==> src/rtl/pw_capture_timer.sv <==
module pw_capture_timer #(
  parameter int W     = 16,
  parameter int DIV_W = 3
) (
  input  logic             clk,
  input  logic             rst_n,
  input  logic             pin_i,
  input  logic             run_i,
  input  logic             single_shot_i,
  input  logic             gate_en_i,
  input  logic             gate_lvl_i,
  input  logic             reload_en_i,
  input  logic [1:0]       edge_sel_i,
  input  logic [DIV_W-1:0] div_i,
  input  logic [W-1:0]     reload_i,
  input  logic             flag_clr_i,
  output logic [W-1:0]     count_o,
  output logic [W-1:0]     capture_o,
  output logic             irq_o,
  output logic             overrun_o,
  output logic             overflow_o
);
  localparam int PW = (1 << DIV_W) - 1;

  typedef enum logic [1:0] {ARMED, MEAS, DONE} phase_t;

  phase_t        phase;
  logic [PW-1:0] pre;
  logic [PW-1:0] lim;
  logic          s1, s2, s3, gq;
  logic [W-1:0]  cnt, cap;
  logic          irq, ovr, ovf;

  logic          tick, rise, fall, cap_edge, gated, inc, ss, start, take, hold, ovf_set;
  logic [W-1:0]  base;
  logic [W:0]    stepped;

  function automatic logic [W:0] bump(input logic [W-1:0] v, input logic en,
                                      input logic [W-1:0] rl);
    if (!en)         return {1'b0, v};
    else if (&v)     return {1'b1, rl};
    else             return {1'b0, v + 1'b1};
  endfunction

  assign lim      = ~({PW{1'b1}} << div_i);
  assign tick     = pre >= lim;
  assign rise     = s2 & ~s3;
  assign fall     = ~s2 & s3;
  assign cap_edge = (edge_sel_i[0] & rise) | (edge_sel_i[1] & fall);
  assign gated    = gate_en_i & (s2 == gate_lvl_i);
  assign inc      = run_i & tick & ~gated;
  assign ss       = run_i & single_shot_i;
  assign start    = ss & (phase == ARMED) & (cap_edge | (gq & ~gated));
  assign take     = run_i & cap_edge & (~single_shot_i | (phase == MEAS));
  assign hold     = ~run_i | (ss & (phase == ARMED) & ~start);
  assign base     = (start & reload_en_i) ? reload_i : cnt;
  assign stepped  = bump(base, inc, reload_i);
  assign ovf_set  = ~hold & ~(take & reload_en_i) & stepped[W];

  always_ff @(posedge clk or negedge rst_n) begin
    if (!rst_n) begin
      s1 <= 1'b0;
      s2 <= 1'b0;
      s3 <= 1'b0;
      gq <= 1'b0;
    end else begin
      s1 <= pin_i;
      s2 <= s1;
      s3 <= s2;
      gq <= gated;
    end
  end

  always_ff @(posedge clk or negedge rst_n) begin
    if (!rst_n)         pre <= '0;
    else if (!run_i)    pre <= '0;
    else if (tick)      pre <= '0;
    else                pre <= pre + 1'b1;
  end

  always_ff @(posedge clk or negedge rst_n) begin
    if (!rst_n)                     cnt <= '0;
    else if (hold)                  cnt <= cnt;
    else if (take && reload_en_i)   cnt <= reload_i;
    else                            cnt <= stepped[W-1:0];
  end

  always_ff @(posedge clk or negedge rst_n) begin
    if (!rst_n)        phase <= ARMED;
    else if (!ss)      phase <= ARMED;
    else begin
      case (phase)
        ARMED:   if (start)    phase <= MEAS;
        MEAS:    if (cap_edge) phase <= DONE;
        default:               phase <= DONE;
      endcase
    end
  end

  always_ff @(posedge clk or negedge rst_n) begin
    if (!rst_n) begin
      cap <= '0;
      irq <= 1'b0;
      ovr <= 1'b0;
      ovf <= 1'b0;
    end else begin
      if (take) cap <= cnt;

      if (take)            irq <= 1'b1;
      else if (flag_clr_i) irq <= 1'b0;

      if (take && irq && !flag_clr_i) ovr <= 1'b1;
      else if (flag_clr_i)            ovr <= 1'b0;

      if (ovf_set)         ovf <= 1'b1;
      else if (flag_clr_i) ovf <= 1'b0;
    end
  end

  assign count_o    = cnt;
  assign capture_o  = cap;
  assign irq_o      = irq;
  assign overrun_o  = ovr;
  assign overflow_o = ovf;
endmodule

==> config.mk <==
export PLATFORM = sky130hd
export DESIGN_NAME = pw_capture_timer
export DESIGN_NICKNAME = d
export VERILOG_FILES = /design/src/rtl/pw_capture_timer.sv
export SDC_FILE = /design/constraint.sdc
export NUM_CORES = 1
export LEC_CHECK = 0
export BUFFER_PORTS_ARGS = -buffer_cell sky130_fd_sc_hd__buf_2
export CAP_MARGIN = 20
export CORE_ASPECT_RATIO = 0.8
export CORE_MARGIN = 2
export CORE_UTILIZATION = 50
export DETAILED_ROUTE_END_ITERATION = 12
export PLACE_DENSITY = 0.8
export SLEW_MARGIN = 10
export SYNTH_ARGS = -nofsm -noshare
export SYNTH_HDL_FRONTEND = slang
export SYNTH_SLANG_ARGS = --single-unit
==> constraint.sdc <==
create_clock -name clk -period 5.5 [get_ports clk]
set_clock_uncertainty 0.05 [all_clocks]
set_input_delay 1.1 -clock clk [delete_from_list [all_inputs] [get_ports clk]]
set_output_delay 1.1 -clock clk [all_outputs]
set_load 0.01 [all_outputs]
* Word level (Yosys, flattened, before mapping)
Cells that the tools add are included.
W data, S select, Z words.
** Storage, ports and cells
- Logic and storage cells :: 74
- Bits in registers :: 48
- Output and inout port bits :: 35
- Bits of input ports :: 30
** Operators by class
- Add/subtract/negate cells :: 2
- Order comparisons :: 1
- Bitwise operators :: 31
- Equality and inequality tests :: 4
- Mux-type cells :: 14
- Shift-type cells :: 1
- Reduce and logical (&&, ||, !) cells :: 10
** Operator list (count)
- $mux W17 :: 2
- $mux W16 :: 2
- $and A1 B1 Y1 :: 18
- $add A16 B1 Y16 const B :: 1
- $reduce_and A16 Y1 :: 1
- $mux W7 :: 2
- $not A1 Y1 :: 8
- $add A7 B1 Y7 const B :: 1
- $ge A7 B7 Y1 :: 1
- $not A7 Y7 :: 1
- $shl A7 B3 Y7 const A :: 1
- $mux W2 :: 3
- $ne A3 B3 Y1 const B :: 2
- $reduce_bool A2 Y1 :: 3
- $mux W1 :: 4
- $or A1 B1 Y1 :: 4
- $pmux W2 S2 :: 1
- $logic_and A1 B1 Y1 :: 3
- $eq A2 B1 Y1 const B :: 1
- $logic_not A2 Y1 :: 1
- $reduce_and A2 Y1 :: 1
- $eq A1 B1 Y1 :: 1
- $logic_not A1 Y1 :: 1

* Longest topological paths before layout
- Depth in word-level cells :: 13
- Gate-level depth with buffers :: 15
- Gate-level depth less buffers :: 13

* Worst setup path before layout
No wires, ideal clock.
- Path type :: input to register
- From :: in reload_en_i
- To :: reg cnt[3] (netlist: count_o[3])
- Arrival :: 3924 ps
- Stages :: 14
- Path slack :: 1449 ps
- Library setup time :: 76 ps
- Buffers on the path :: 2
- Data required time :: 5374 ps
- Cells stage by stage :: or3b_4 > a211oi_4 > nor2_2 > buf_6 > mux2_2 > ha_1 > and4_1 > nor4b_1 > nor2b_1 > a21o_1 > buf_6 > nand2_1 > a311o_1 > o21ai_1
** Between the ends
- Cells in the longest elaborated chain, start to end :: 6
- Elaborated cells between the ends (all ways) :: 8
- Classes of those cells :: 1 x add/sub; 4 x mux; 1 x bitwise; 2 x reduce/logical
** RTL lines
- from (decl) :: RTL line 12 : input logic reload_en_i,
- $and A1 B1 Y1 :: RTL line 56 : assign base = (start & reload_en_i) ? reload_i : cnt;
- $mux W16 :: RTL line 56
- $add A16 B1 Y16 / $reduce_and A16 Y1 (equally long branches) :: RTL line 42, 41
- $mux W17 :: RTL line 41 : else if (&v) return {1'b1, rl};
- $mux W17 :: RTL line 40 : if (!en) return {1'b0, v};
- $mux W16 (*) :: RTL line 84 : else if (take && reload_en_i) cnt <= reload_i;
- to (signal assigned) :: RTL line 83 : else if (hold) cnt <= cnt;
- to (signal assigned) :: RTL line 84
- to (signal assigned) :: RTL line 85 : else cnt <= stepped[W-1:0];
- to (decl) :: RTL line 31 : logic [W-1:0] cnt, cap;
Every way passes the cells marked *; elsewhere a longest branch is shown, timed or not.
A chain may end at the register's enable or synchronous reset.

* Worst setup path in the final report
- From :: in reload_en_i
- To :: reg cnt[11] (netlist: count_o[11])
The elaborated chain is that of the path after synthesis.

==> flow_metrics.tcl <==
set metrics [dict create \
    path_cells "buf_2 -> or3b_4 -> a211oi_4 -> nor2_2 -> buf_4 -> mux2_2 -> ha_1 -> and4_1 -> nor4b_1 -> nor2b_1 -> a21o_1 -> o21ai_0 -> and3_1 -> nor4_1" \
    cp_num_cells 14 \
    dp.cells 497 \
    period_needed_ns 4.59 \
    timing.fmax_mhz 218 \
    die_y_um 77.5 \
    io_pins 65 \
    placeableCoreArea_um2 6440 \
    cts_made_buffers 5 \
    holdCritPathClass "register to register" \
    crit_arrival_ns 4.74 \
    start_util 0.524 \
    antenna_found_initial 0 \
    slew_violations 0 \
    synth_common_cells "dfrtp_1 (48), nand2_1 (32), nor2_1 (29)" \
    worst_slack_ns 0.911 \
    clockBufferDepth 2 \
    postRouteAntennaNets 0 \
    final_layout_size_suffix_gt1_frac 0.262 \
    slowest_stage "a21o_1" \
    nets 459 \
    endpoint_kind "register" \
    synth_area_per_cell_um2 9.32 \
    critPathMaxStageDelay_ns 0.44 \
    cp_max_fo 13 \
    yosys.cell_types.count 71 \
    yosysTopAreaCell "dfrtp_1" \
    numClockSinks 48 \
    hold_depth 0 \
    placed_area_um2 3720 \
    die_area_um2 7420 \
    drt_iter0_markers 355 \
    met2_length_um 3980 \
    wl_met1_um 3970 \
    fin_hold_ws_ns 0.303 \
    relSlewSlack 0.511 \
    rr_worst_depth 13 \
    wirelength_um 9110 \
    ys.flop_type "dfrtp_1" \
    finalPower_mw 1.16 \
    clk_pin_slew_ns 0.09 \
    drc_errors 0 \
    ir_worst_vdd_v 0.000191 \
    grt_pass1_vias 3084 \
    fin_setup_tns_ns 0 \
    htreeDepth 2 \
    gp_congestion 0.994 \
    synthArstFlopShare 1.00 \
    yosys_warnings 0 \
    crit_buf_inv 2 \
    rsz0062_at_grt "no" \
    run_status "completed" \
    synth-edff-count 0 \
    period_share 0.834 \
    num_vias 3277 \
    syn-cell-area_um2 3370 \
    cts_setup_buffers 0 \
    first_pass_iters 6 \
    critPathTopFamily "simple AND/OR/NAND/NOR gates" \
    port_buffers 64 \
    dp_hpwl_um 6500 \
    critPathKind "input pin to register" \
    final_cells 504 \
    maxCapViolations 0 \
    grt_pass1_wl_um 15100 \
    dp_slack_ns 0.703 \
    gr-usage-all-layers 0.252 \
    rows 26 \
    maxUsedRoutingLayer "met4" \
    cts_resized 0 \
    route.met3.wl_um 1000 \
    setup_viol 0 \
    grt_overflow 0 \
    synthCells 362 \
    yosys.area.top_type_share 0.356 \
    syn_to_final_growth_pct 12.7 \
    cts_tree "yes" \
    start_kind "input pin" \
    post_drt_wl_per_cell_um 18.1 \
    p_per_area_nw_per_um2 304 \
    grt_max_degree 49 \
    vias_per_cell 6.50 \
    cts_root_buf "clkbuf_8" \
    clkLatencyLatePin_ns 0.30 \
    required_ns 5.65 \
    r2r_slack_ns 1.35 \
    ys_seq_area_frac 0.356 \
    synth_most_common_cell "dfrtp_1" \
    synth-seq-cells 48 \
    leakage_nw 1.69 \
    hold_buffers 0 \
    fin_util 0.590 \
    design_area_um2 3800 \
    synth_nets 401 \
    diodes 0 \
    hold_viol_final 0 \
    die_w_um 95.8 \
    worstMarginPinSlew_ns 0.734 \
    synth_area_leaders "dfrtp_1 (36%), mux2_2 (7.0%), mux2i_1 (4.5%)" \
]
## logic make-up after synthesis
logic type	after synthesis	synth area share
buf+inv	28	0.0441
simple gates	134	0.203
xor+xnor	6	0.0156
fa+ha+maj	9	0.0334
flops	48	0.356
mux	36	0.115
compound gates	101	0.233
## final timing paths
kind / startpoint / endpoint
min in group asynchronous: rst_n / capture_o[10]
setup reg to reg: phase[1] / count_o[11]
hold reg to reg: s1 / s2
max in group asynchronous: rst_n / pre[6]
hold / removal: s1 / s2
setup / recovery: reload_en_i / count_o[11]
## cell type report
type                    count  area (µm²)
repair buffers             68         353
fillers                   568        2640
multi-input cells         286        2020
clock buffers               6        72.6
well taps                  84         105
flip-flops and latches     48        1200
clock inverters             1        5.00
inverters                  11        41.3
## worst reg2reg max path, cell delays in order, from the launching register on
cell	delay (ns)
dfrtp_1	0.42
or3b_4	0.45
a211oi_4	0.30
nor2_2	0.07
buf_4	0.20
mux2_2	0.26
ha_1	0.19
and4_1	0.26
nor4b_1	0.41
nor2b_1	0.33
a21o_1	0.44
o21ai_0	0.15
and3_1	0.22
nor4_1	0.27
## power by group
group / switching [mW] / internal, mW / leakage [nW] / total (mW)
logic: 0.223 / 0.195 / 1.06 / 0.418
clock network: 0.115 / 0.0867 / 0.0410 / 0.202
registers: 0.0966 / 0.439 / 0.591 / 0.535
## per-layer routing
layer | global-route usage | vias up
li1 | - | 1487
met3 | 0.0573 | 24
met5 | 0 | -
met2 | 0.368 | 225
met1 | 0.374 | 1541
met4 | 0.0714 | 0
## cell usage in the layout, fill, tap and decap left out, types with 4 or more instances in the layout
| cell type | count |
|---|---|
| a211oi_1 | 5 |
| a21o_1 | 4 |
| a21oi_1 | 16 |
| a31oi_1 | 8 |
| and2_1 | 4 |
| and3_1 | 12 |
| and4_1 | 4 |
| buf_2 | 63 |
| buf_4 | 5 |
| clkbuf_8 | 5 |
| dfrtp_1 | 48 |
| ha_1 | 9 |
| inv_1 | 11 |
| mux2_2 | 21 |
| mux2i_1 | 15 |
| nand2_1 | 32 |
| nand3_1 | 16 |
| nand4_1 | 5 |
| nor2_1 | 29 |
| nor3_1 | 8 |
| o21ai_0 | 13 |
| o21ai_1 | 8 |
| o31ai_1 | 5 |
| or3_1 | 6 |
| xnor2_1 | 4 |
## sequential cells by signal (all words and copies together) (netlist names)
| register | flops |
|---|---|
| capture_o | 16 |
| count_o | 16 |
| gq | 1 |
| irq_o | 1 |
| overflow_o | 1 |
| overrun_o | 1 |
| phase | 2 |
| pre | 7 |
| s1 | 1 |
| s2 | 1 |
| s3 | 1 |
(Power assumes the default switching activity.)
